### config.mk
export PLATFORM = sky130hd
export DESIGN_NAME = spi_eeprom_ctrl
export DESIGN_NICKNAME = d
export VERILOG_FILES = /design/src/rtl/spi_eeprom_pkg.sv /design/src/rtl/spi_eeprom_sync.sv /design/src/rtl/spi_eeprom_pagebuf.sv /design/src/rtl/spi_eeprom_ctrl.sv
export SDC_FILE = /design/constraint.sdc
export NUM_CORES = 1
export LEC_CHECK = 0
export BUFFER_PORTS_ARGS = -buffer_cell sky130_fd_sc_hd__buf_4
export CAP_MARGIN = 20
export CORE_MARGIN = 4
export CORE_UTILIZATION = 55
export DETAILED_ROUTE_END_ITERATION = 10
export GPL_TIMING_DRIVEN = 0
export PLACE_DENSITY = 0.74
export SLEW_MARGIN = 20
export SYNTH_ARGS = -nofsm -noshare
export SYNTH_HDL_FRONTEND = slang
export SYNTH_SLANG_ARGS = --single-unit
export TNS_END_PERCENT = 10
### constraint.sdc
create_clock -name clk -period 6.1 [get_ports clk]
set_input_delay 0.305 -clock clk [delete_from_list [all_inputs] [get_ports clk]]
set_output_delay 0.305 -clock clk [all_outputs]
set_load 0.02 [all_outputs]
### src/rtl/spi_eeprom_pkg.sv
package spi_eeprom_pkg;

    localparam int ADDR_W = 9;
    localparam int BYTE_W = 8;

    typedef enum logic [3:0] {
        ST_IDLE,
        ST_OPCODE,
        ST_ADDR,
        ST_RDATA,
        ST_WDATA,
        ST_SRREAD,
        ST_SRWRITE,
        ST_WAIT,
        ST_COMMIT
    } ctl_state_e;

    typedef enum logic [2:0] {
        K_WEN_SET,
        K_WEN_CLR,
        K_STAT_RD,
        K_STAT_WR,
        K_ARR_RD,
        K_ARR_WR,
        K_BAD
    } op_kind_e;

    // Bit 3 is not examined: it is address bit 8 for array commands
    // and a don't-care for the rest.
    function automatic op_kind_e op_classify(input logic [BYTE_W-1:0] op);
        op_kind_e k;
        if (op[7:4] != 4'h0) begin
            k = K_BAD;
        end else begin
            case (op[2:0])
                3'b110:  k = K_WEN_SET;
                3'b100:  k = K_WEN_CLR;
                3'b101:  k = K_STAT_RD;
                3'b001:  k = K_STAT_WR;
                3'b011:  k = K_ARR_RD;
                3'b010:  k = K_ARR_WR;
                default: k = K_BAD;
            endcase
        end
        return k;
    endfunction

endpackage

### src/rtl/spi_eeprom_sync.sv
module spi_eeprom_sync #(
    parameter int WIDTH  = 3,
    parameter int STAGES = 2,
    parameter logic [WIDTH-1:0] RST_VAL = '0
) (
    input  logic             clk,
    input  logic             rst_n,
    input  logic [WIDTH-1:0] async_in,
    output logic [WIDTH-1:0] sync_out
);

    generate
        for (genvar b = 0; b < WIDTH; b++) begin : g_bit
            logic [STAGES-1:0] chain;
            always_ff @(posedge clk or negedge rst_n) begin
                if (!rst_n) begin
                    chain <= {STAGES{RST_VAL[b]}};
                end else begin
                    chain <= {chain[STAGES-2:0], async_in[b]};
                end
            end
            assign sync_out[b] = chain[STAGES-1];
        end
    endgenerate

endmodule

### src/rtl/spi_eeprom_pagebuf.sv
module spi_eeprom_pagebuf #(
    parameter int PAGE_W = 4,
    parameter int DATA_W = 8
) (
    input  logic              clk,
    input  logic              rst_n,
    input  logic              clr,
    input  logic              wr_en,
    input  logic [PAGE_W-1:0] wr_idx,
    input  logic [DATA_W-1:0] wr_data,
    input  logic [PAGE_W-1:0] rd_idx,
    output logic [DATA_W-1:0] rd_data,
    output logic              rd_valid,
    output logic              any_valid
);

    localparam int DEPTH = 1 << PAGE_W;

    logic [DATA_W-1:0] slots [DEPTH];
    logic [DEPTH-1:0]  filled;

    always_ff @(posedge clk or negedge rst_n) begin
        if (!rst_n) begin
            filled <= '0;
        end else if (clr) begin
            filled <= '0;
        end else if (wr_en) begin
            filled[wr_idx] <= 1'b1;
        end
    end

    always_ff @(posedge clk) begin
        if (wr_en) begin
            slots[wr_idx] <= wr_data;
        end
    end

    assign rd_data   = slots[rd_idx];
    assign rd_valid  = filled[rd_idx];
    assign any_valid = |filled;

endmodule

### src/rtl/spi_eeprom_ctrl.sv
module spi_eeprom_ctrl
    import spi_eeprom_pkg::*;
#(
    parameter int PAGE_W      = 4,
    parameter int SYNC_STAGES = 2
) (
    input  logic              clk,
    input  logic              rst_n,
    input  logic              spi_sck,
    input  logic              spi_cs_n,
    input  logic              spi_mosi,
    output logic              spi_miso,
    output logic              spi_miso_oe,
    output logic              mem_rd,
    output logic              mem_wr,
    output logic [ADDR_W-1:0] mem_addr,
    output logic [BYTE_W-1:0] mem_wdata,
    input  logic [BYTE_W-1:0] mem_rdata,
    output logic              wel_set,
    output logic              wel_clr,
    output logic              sr_wr,
    output logic [BYTE_W-1:0] sr_wdata,
    input  logic [BYTE_W-1:0] sr_rdata
);

    localparam logic [PAGE_W-1:0] IDX_ONE  = {{(PAGE_W-1){1'b0}}, 1'b1};
    localparam logic [PAGE_W-1:0] IDX_LAST = '1;
    localparam int WEL_BIT = 1;

    // ---- synchronizers and edge detection -------------------------------
    // Chip select resets to "low" so that a select already held low at reset
    // produces no falling edge.
    logic [2:0] sync_q;
    logic       sck_s, cs_s, mosi_s;
    logic       sck_d, cs_d;
    logic       sck_rise, sck_fall, cs_fall, cs_rise;

    spi_eeprom_sync #(
        .WIDTH  (3),
        .STAGES (SYNC_STAGES),
        .RST_VAL(3'b000)
    ) u_sync (
        .clk     (clk),
        .rst_n   (rst_n),
        .async_in({spi_mosi, spi_cs_n, spi_sck}),
        .sync_out(sync_q)
    );

    assign sck_s  = sync_q[0];
    assign cs_s   = sync_q[1];
    assign mosi_s = sync_q[2];

    always_ff @(posedge clk or negedge rst_n) begin
        if (!rst_n) begin
            sck_d <= 1'b0;
            cs_d  <= 1'b0;
        end else begin
            sck_d <= sck_s;
            cs_d  <= cs_s;
        end
    end

    assign sck_rise = sck_s & ~sck_d;
    assign sck_fall = ~sck_s & sck_d;
    assign cs_fall  = ~cs_s & cs_d;
    assign cs_rise  = cs_s & ~cs_d;

    // ---- state and datapath registers -----------------------------------
    ctl_state_e        state_q, state_d;
    logic [6:0]        sh_q;
    logic [2:0]        bcnt_q;
    logic [2:0]        oidx_q;
    logic [ADDR_W-1:0] addr_q;
    logic              a8_q, wen_q, rd_q, ld_pend_q, dout_q;
    logic [BYTE_W-1:0] obyte_q;
    logic [PAGE_W-1:0] cidx_q;

    logic              receiving, rx_shift, byte_done;
    logic [BYTE_W-1:0] rx_byte;
    op_kind_e          op_kind;

    assign receiving = (state_q == ST_OPCODE) || (state_q == ST_ADDR) ||
                       (state_q == ST_WDATA)  || (state_q == ST_SRWRITE);
    assign rx_shift  = receiving && sck_rise;
    assign byte_done = rx_shift && (bcnt_q == 3'd7);
    assign rx_byte   = {sh_q, mosi_s};
    assign op_kind   = op_classify(rx_byte);

    // ---- page buffer ----------------------------------------------------
    logic              pb_clr, pb_wr, pb_valid, pb_any;
    logic [BYTE_W-1:0] pb_data;

    assign pb_wr  = (state_q == ST_WDATA) && byte_done && wen_q;
    assign pb_clr = ((state_q == ST_OPCODE) && byte_done && (op_kind == K_ARR_WR)) ||
                    ((state_q == ST_COMMIT) && (cidx_q == IDX_LAST));

    spi_eeprom_pagebuf #(
        .PAGE_W(PAGE_W),
        .DATA_W(BYTE_W)
    ) u_page (
        .clk      (clk),
        .rst_n    (rst_n),
        .clr      (pb_clr),
        .wr_en    (pb_wr),
        .wr_idx   (addr_q[PAGE_W-1:0]),
        .wr_data  (rx_byte),
        .rd_idx   (cidx_q),
        .rd_data  (pb_data),
        .rd_valid (pb_valid),
        .any_valid(pb_any)
    );

    // ---- next-state logic -----------------------------------------------
    always_comb begin
        state_d = state_q;
        unique case (state_q)
            ST_IDLE: begin
                if (cs_fall) state_d = ST_OPCODE;
            end
            ST_OPCODE: begin
                if (cs_rise) begin
                    state_d = ST_IDLE;
                end else if (byte_done) begin
                    case (op_kind)
                        K_STAT_RD: state_d = ST_SRREAD;
                        K_STAT_WR: state_d = ST_SRWRITE;
                        K_ARR_RD:  state_d = ST_ADDR;
                        K_ARR_WR:  state_d = ST_ADDR;
                        default:   state_d = ST_WAIT;
                    endcase
                end
            end
            ST_ADDR: begin
                if (cs_rise)        state_d = ST_IDLE;
                else if (byte_done) state_d = rd_q ? ST_RDATA : ST_WDATA;
            end
            ST_WDATA: begin
                if (cs_rise) state_d = (wen_q && pb_any) ? ST_COMMIT : ST_IDLE;
            end
            ST_SRWRITE: begin
                if (cs_rise)        state_d = ST_IDLE;
                else if (byte_done) state_d = ST_WAIT;
            end
            ST_RDATA, ST_SRREAD, ST_WAIT: begin
                if (cs_rise) state_d = ST_IDLE;
            end
            ST_COMMIT: begin
                if (cidx_q == IDX_LAST) state_d = ST_IDLE;
            end
            default: state_d = ST_IDLE;
        endcase
    end

    always_ff @(posedge clk or negedge rst_n) begin
        if (!rst_n) state_q <= ST_IDLE;
        else        state_q <= state_d;
    end

    // ---- outputs and datapath -------------------------------------------
    always_ff @(posedge clk or negedge rst_n) begin
        if (!rst_n) begin
            sh_q      <= '0;
            bcnt_q    <= '0;
            oidx_q    <= '0;
            addr_q    <= '0;
            a8_q      <= 1'b0;
            wen_q     <= 1'b0;
            rd_q      <= 1'b0;
            ld_pend_q <= 1'b0;
            dout_q    <= 1'b0;
            obyte_q   <= '0;
            cidx_q    <= '0;
            mem_rd    <= 1'b0;
            mem_wr    <= 1'b0;
            mem_wdata <= '0;
            wel_set   <= 1'b0;
            wel_clr   <= 1'b0;
            sr_wr     <= 1'b0;
            sr_wdata  <= '0;
        end else begin
            mem_rd  <= 1'b0;
            mem_wr  <= 1'b0;
            wel_set <= 1'b0;
            wel_clr <= 1'b0;
            sr_wr   <= 1'b0;

            if (ld_pend_q) begin
                obyte_q   <= mem_rdata;
                ld_pend_q <= 1'b0;
            end

            if (rx_shift) begin
                sh_q   <= rx_byte[6:0];
                bcnt_q <= bcnt_q + 3'd1;
            end

            if ((state_q == ST_IDLE) && cs_fall) begin
                bcnt_q <= '0;
                oidx_q <= '0;
            end

            case (state_q)
                ST_OPCODE: begin
                    if (byte_done) begin
                        a8_q    <= rx_byte[3];
                        wen_q   <= sr_rdata[WEL_BIT];
                        rd_q    <= (op_kind == K_ARR_RD);
                        cidx_q  <= '0;
                        wel_set <= (op_kind == K_WEN_SET);
                        wel_clr <= (op_kind == K_WEN_CLR);
                    end
                end
                ST_ADDR: begin
                    if (byte_done) begin
                        addr_q <= {a8_q, rx_byte};
                        if (rd_q) begin
                            mem_rd    <= 1'b1;
                            ld_pend_q <= 1'b1;
                        end
                    end
                end
                ST_RDATA: begin
                    if (sck_fall) begin
                        dout_q <= obyte_q[~oidx_q];
                        oidx_q <= oidx_q + 3'd1;
                        if (oidx_q == 3'd7) begin
                            addr_q    <= addr_q + 9'd1;
                            mem_rd    <= 1'b1;
                            ld_pend_q <= 1'b1;
                        end
                    end
                end
                ST_SRREAD: begin
                    if (sck_fall) begin
                        if (oidx_q == 3'd0) begin
                            dout_q  <= sr_rdata[7];
                            obyte_q <= sr_rdata;
                        end else begin
                            dout_q <= obyte_q[~oidx_q];
                        end
                        oidx_q <= oidx_q + 3'd1;
                    end
                end
                ST_SRWRITE: begin
                    if (byte_done && sr_rdata[WEL_BIT]) begin
                        sr_wr    <= 1'b1;
                        sr_wdata <= rx_byte;
                    end
                end
                ST_WDATA: begin
                    if (pb_wr) begin
                        addr_q[PAGE_W-1:0] <= addr_q[PAGE_W-1:0] + IDX_ONE;
                    end
                end
                ST_COMMIT: begin
                    if (pb_valid) begin
                        mem_wr    <= 1'b1;
                        addr_q    <= {addr_q[ADDR_W-1:PAGE_W], cidx_q};
                        mem_wdata <= pb_data;
                    end
                    cidx_q <= cidx_q + IDX_ONE;
                    if (cidx_q == IDX_LAST) wel_clr <= 1'b1;
                end
                default: ;
            endcase
        end
    end

    assign mem_addr    = addr_q;
    assign spi_miso    = dout_q;
    assign spi_miso_oe = (state_q == ST_RDATA) || (state_q == ST_SRREAD);

endmodule

==> results of run 1 <==
Yosys cell counts (all sizes together) (2+ instances only):
| cell type | n |
|---|---|
| nand3b | 2 |
| nand4b | 2 |
| a31oi | 2 |
| or4 | 2 |
| and3 | 2 |
| nor2b | 4 |
| nor2 | 34 |
| mux2i | 19 |
| nand2 | 25 |
| ha | 10 |
| o21ai | 20 |
| dfrtp | 87 |
| nor4b | 2 |
| o22ai | 3 |
| edfxtp | 128 |
| a21oi | 17 |
| nand4 | 5 |
| o21a | 18 |
| nor3b | 2 |
| a311oi | 2 |
| nand3 | 15 |
| mux4 | 43 |
| a221oi | 2 |
| a2bb2oi | 5 |
| inv | 14 |
| or4b | 2 |
| nor3 | 13 |
| xnor2 | 2 |
| nor4 | 7 |
| o31ai | 2 |
| and4 | 2 |
| a221o | 2 |
| mux2 | 28 |
| buf | 16 |
| clkbuf | 19 |
| or3b | 2 |
| nand2b | 8 |
metal layers:
layer | GRT usage [%] | routed length (microns)
met3 | 4.74 | 1590
met1 | 31.5 | 8280
met5 | 0 | 13
met4 | 6.04 | 401
met2 | 36.8 | 9970
area by class of cell:
type	instances	area (sq um)	share of cell area, %
multi-input combinational	317	2950	27.7
sequential	215	6020	56.6
clock buffer	28	636	5.98
clock inverter	12	93.8	0.883
tap	216	270	2.54
timing repair buffer	59	457	4.30
inverter	14	52.6	0.494
buffer	35	154	1.45
worst max-delay path, cell delays in order (launching register included):
cell	delay, ps
dfrtp_1	310
clkbuf_1	300
or4b_2	650
nor3_2	310
nand2_1	200
nor2_1	890
per-stage QoR:
| step | total power, mW | hold slack [ps] |
|---|---|---|
| CTS | 3.83 | 47.1 |
| detailed placement | 2.51 | 338 |
| floorplan | 2.28 | 9.41 |
| global route | 3.98 | 53.3 |
| global placement | 2.47 | 334 |
| finish | 3.81 | 57.6 |
path summary, 6_finish.rpt:
| kind | start | to | slack, ps | cells past startpoint |
|---|---|---|---|---|
| worst max-delay path | state_q[2] | u_page.slots[12][0] | 3040 | 5 |
| worst min-delay path | sr_rdata[4] | obyte_q[4] | 60 | 3 |
| worst max register to register | state_q[2] | u_page.slots[12][0] | 3040 | 5 |
| worst min register to register | u_sync.g_bit[0].chain[0] | u_sync.g_bit[0].chain[1] | 350 | 0 |
| max in group asynchronous | rst_n | sh_q[6] | 5110 | 2 |
| min in group asynchronous | rst_n | mem_wdata[5] | 440 | 2 |
power groups by stage:
stage	registers (mW)	clock network [mW]	logic, mW
4_1_cts	1.91	1.34	0.583
5_1_grt	1.93	1.40	0.645
3_3_place_gp	1.92	0	0.549
2_1_floorplan	1.88	0	0.405
3_5_place_dp	1.94	0	0.577
6_report	1.91	1.31	0.587
flip-flops by register name, indices dropped and copies added, names as in the netlist, 6 cells and up:
signal and count:
u_page.slots 128, mem_addr 9, mem_wdata 8, u_page.filled 16
obyte_q 8, u_sync.g_bit.chain 6, sh_q 7, sr_wdata 8
kinds of logic (layout without fill, tap and decap cells):
kind of cell	after synthesis	after routing	synth area share (%)
flip-flops	215	215	65.9
adder cells (fa/ha/maj)	10	10	1.37
AO/OA/AOI/OAI	80	80	6.00
AND/OR/NAND/NOR	134	134	8.02
XOR/XNOR	3	3	0.287
multiplexers	90	90	16.2
buffers and inverters	49	148	2.26
==> impl_metrics.py, run 1 <==
metrics = {
    "status": {
        "status": "complete, no violations",
    },
    "logic_synthesis": {
        "synthTopCellsByArea": "edfxtp_1 (42%), dfrtp_1 (24%), mux4_2 (11%)",
        "ys_ff_latch": 215,
        "yosysWarnings": 0,
        "avgSynthCellArea_sq_um": 15.7,
        "async_reset_ff_share_pct": 40.5,
        "syn-instance-count": 581,
        "netlist-cell-type-count": 60,
        "synth-main-ff-cell": "edfxtp_1",
        "synth_top_area_share_pct": 42.0,
        "yosys.area.top_type": "edfxtp_1",
        "yosysSeqAreaShare_pct": 65.9,
        "synth_edf_count": 128,
        "syn_area_sq_um": 9140,
        "syn_nets": 612,
    },
    "grt": {
        "antenna_found_initial": 1,
        "grt_max_degree": 88,
        "grt_pass1_wl_microns": 32100,
        "grt_pass1_vias": 5669,
        "grt_usage_pct": 22.6,
        "grt.overflow.total": 0,
    },
    "timing": {
        "hold_viol_final": 0,
        "finalSetupViolations": 0,
        "post-route-min-period_ps": 3060,
        "clock_skew_ps": 9.59,
        "max_freq_mhz": 327,
        "min_period_over_period_pct": 50.1,
        "max_slew_margin_pct": 24.3,
        "setup_tns_ps": 0,
        "rsz0062_at_grt": "false",
        "drv_slew": 0,
        "tightest_slew_ps": 1130,
        "fin_ws_ps": 3040,
    },
    "die": {
        "fp.dieH_microns": 137,
        "die-area_sq_um": 18700,
        "io_pins": 53,
        "fp-row-count": 46,
        "fp.dieW_microns": 137,
        "coreArea_sq_um": 16100,
        "initial_core_util_pct": 56.9,
    },
    "power": {
        "peakVddDrop_uv": 249,
        "clkPwrFrac_pct": 34.5,
        "p_sw_mw": 1.05,
        "seq_power_share_pct": 50.1,
        "p_sw_share_pct": 27.4,
        "leakagePower_nw": 4.02,
        "internal_power_mw": 2.77,
        "power_frac_comb_pct": 15.4,
        "power_density_nw_per_um2": 359,
    },
    "route": {
        "drtIter0Drc": 478,
        "first_pass_iters": 5,
        "viasPerCell": 6.10,
        "vias": 5464,
        "ant_nets": 0,
        "wl_per_cell_microns": 22.6,
        "drcViolationCount": 0,
        "routed_wirelength_microns": 20300,
    },
    "worst_setup_path": {
        "startpoint_type": "register",
        "required_ps": 6210,
        "crit_type": "reg2reg",
        "critPathCaptureType": "register",
        "crit_path_max_fanout": 10,
        "cp.arrival_ps": 3170,
    },
    "placed_design": {
        "postPlaceCellArea_sq_um": 9850,
        "port_buffers": 52,
        "dp_slack_ps": 3030,
        "dpl.cell_count": 852,
        "gp_congestion": 0.908,
        "hpwl_microns": 13100,
    },
    "cells_and_area": {
        "antenna_cells": 0,
        "final_cell_mix": "edfxtp_1 (128), dfrtp_1 (87), buf_4 (54)",
        "final_common_cell": "edfxtp_1",
        "final_area_sq_um": 10600,
        "nets": 695,
        "n_fill_cell": 1124,
        "area.growth.synth_to_final_pct": 16.3,
        "final_cells": 896,
        "drive_above_1_share_pct": 28.5,
        "fin_util_pct": 66.2,
    },
    "hold_path": {
        "hp-class": "in2reg",
    },
    "clock_network": {
        "cts-root-buf": "clkbuf_16",
        "postCtsSetupRepairBufs": 0,
        "ctsHoldBuffers": 3,
        "cts_max_level": 1,
        "clockBufferDepth": 3,
        "cts.clk_slew.worst_paths_ps": 60,
        "cts_tree": "built",
        "insertion_delay_ps": 500,
        "clock_sinks": 215,
        "cts_resized": 0,
        "cts_made_buffers": 22,
    },
    "job": {
        "cap_viol_max_count": 0,
    },
}
(Power assumes the default switching activity.)
==> inputs of run 2 (changes only) <==
Clock period 6.1 ns to 3.2 ns, I/O delays scaled along.
==> run 2 against run 1 <==
  * Final cell count up 1.8%
  * First-iteration DRC count up 7.9%
  * Flip-flop and latch count unchanged
  * Register-to-register slack worse by 2900 ps
  * Clock skew up 0.74 ps
  * Die area unchanged
  * Hold slack better by 250 ps
  * Fmax up 1.0%
  * Global-route usage up 0.32 points
  * Design area up 1.6%
  * Routed wire length up 1.1%
  * Via count up 1.3%
  * Critical endpoint is now u_page.slots[5][5]
==> impl_metrics.py, run 2 (synthesized netlist as in run 1, its figures left out) <==
metrics = {
    "status": {
        "status": "complete, no violations",
    },
    "route": {
        "wl_met2_microns": 10100,
        "wl_met3_microns": 1380,
        "highest_layer": "met5",
        "vias": 5536,
        "viasPerCell": 6.07,
        "drtIter0Drc": 516,
        "ant_nets": 0,
        "drcViolationCount": 0,
        "wl_per_cell_microns": 22.5,
        "wl_met1_microns": 8550,
        "routed_wirelength_microns": 20500,
        "first_pass_iters": 5,
    },
    "clock_network": {
        "cts_tree": "built",
        "cts-root-buf": "clkbuf_16",
        "cts.clk_slew.worst_paths_ps": 60,
        "cts_max_level": 1,
        "clock_sinks": 215,
        "postCtsSetupRepairBufs": 0,
        "cts_made_buffers": 22,
        "clockBufferDepth": 3,
        "insertion_delay_ps": 500,
    },
    "placed_design": {
        "hpwl_microns": 13100,
        "port_buffers": 52,
        "dp_slack_ps": 128,
        "gp_congestion": 0.908,
    },
    "worst_setup_path": {
        "critPathCaptureType": "register",
        "startpoint_type": "register",
        "cp.arrival_ps": 3150,
        "crit_path_max_fanout": 10,
        "crit_path_cell_trace": "clkbuf_1 > or4b_2 > nor3_2 > nand2_1 > nor2_1",
        "crit_type": "reg2reg",
        "path_buf_inv": 1,
        "slowest_delay_ps": 870,
        "cp_slowest_cell": "nor2_1",
        "crit_family": "simple AND/OR/NAND/NOR gates",
        "required_ps": 3320,
    },
    "grt": {
        "grt.overflow.total": 0,
        "antenna_found_initial": 1,
        "grt_max_degree": 88,
        "grt_pass1_vias": 5745,
        "grt_pass1_wl_microns": 32500,
        "grt_usage_pct": 23.0,
    },
    "power": {
        "leakagePower_nw": 4.09,
        "clkPwrFrac_pct": 34.2,
        "peakVddDrop_uv": 484,
        "internal_power_mw": 5.34,
        "seq_power_share_pct": 49.6,
        "p_sw_share_pct": 27.4,
        "p_sw_mw": 2.02,
        "power_density_nw_per_um2": 682,
        "power_frac_comb_pct": 16.3,
    },
    "job": {
        "cap_viol_max_count": 0,
    },
    "die": {
        "coreArea_sq_um": 16100,
        "fp-row-count": 46,
        "initial_core_util_pct": 56.9,
        "fp.dieH_microns": 137,
        "die-area_sq_um": 18700,
        "fp.dieW_microns": 137,
        "io_pins": 53,
    },
    "cells_and_area": {
        "largest_register_ffs": 128,
        "antenna_cells": 0,
        "n_fill_cell": 1102,
        "drive_above_1_share_pct": 28.2,
        "final_common_cell": "edfxtp_1",
        "fin_util_pct": 67.2,
        "nets": 711,
        "area.growth.synth_to_final_pct": 18.1,
        "final_cell_mix": "edfxtp_1 (128), dfrtp_1 (87), buf_4 (54)",
        "top_register": "u_page.slots",
    },
    "hold_path": {
        "hp-class": "in2async",
    },
    "timing": {
        "finalSetupViolations": 0,
        "hold_ws_ps": 305,
        "setup_tns_ps": 0,
        "post-route-min-period_ps": 3030,
        "fin_ws_ps": 173,
        "min_period_over_period_pct": 94.6,
        "drv_slew": 0,
        "rsz0062_at_grt": "false",
        "tightest_slew_ps": 1090,
        "hold_viol_final": 0,
        "clock_skew_ps": 10.3,
        "max_freq_mhz": 330,
        "max_slew_margin_pct": 27.3,
    },
}
==> run 2: changes by cell type in the layout (fill, tap and decap cells not counted) <==
cell           previous run  this run
dlygate4sd3_1             4        20
nor2_1                   29        27
nor2_2                    5         7
==> run 2: timing repair <==
action / CTS / global route
endpoints found under the setup margin: 0 / 3
hold buffers: 20 / 0
resized for setup: 0 / 2
endpoints found under the hold margin: 99 / 0
==> run 2: metal layers <==
metal  vias to the layer above  track usage [%]
met5                         -                0
met4                         2             6.04
met3                        34             4.74
met2                       219             37.5
met1                      2832             32.0
li1                       2449                -
==> run 2: through the flow <==
step	cell area [sq um]	instances	power, mW
final	10800	912	7.36
after CTS	10800	912	7.39
after floorplan	9140	581	4.35
after detailed placement	9850	852	4.79
after global placement	9800	849	4.71
after global routing	10800	912	7.68
==> run 2: final cells by class <==
class	count	area (sq um)	share of cell area (%)
clock buffers	28	636	5.89
repair buffers	75	617	5.71
well taps	216	270	2.50
plain buffers	35	154	1.43
multi-input cells	317	2950	27.3
clock inverters	12	93.8	0.869
flip-flops and latches	215	6020	55.8
inverters	14	52.6	0.487
==> run 2: worst paths after layout <==
kind | from | endpoint | slack, ps | cells after the start
setup / recovery | state_q[2] | u_page.slots[5][5] | 170 | 5
hold / removal | rst_n | mem_wdata[5] | 310 | 2
setup reg to reg | state_q[2] | u_page.slots[5][5] | 170 | 5
hold reg to reg | u_sync.g_bit[0].chain[0] | u_sync.g_bit[0].chain[1] | 350 | 0
max in group asynchronous | rst_n | sr_wdata[4] | 2350 | 2
min in group clk | spi_sck | u_sync.g_bit[0].chain[0] | 310 | 2
==> run 2: power groups by stage <==
stage | clock, mW | combinational [mW] | sequential, mW
2_1_floorplan | 0 | 0.773 | 3.58
3_3_place_gp | 0 | 1.05 | 3.66
3_5_place_dp | 0 | 1.10 | 3.69
4_1_cts | 2.56 | 1.19 | 3.64
5_1_grt | 2.68 | 1.32 | 3.68
6_report | 2.51 | 1.20 | 3.65
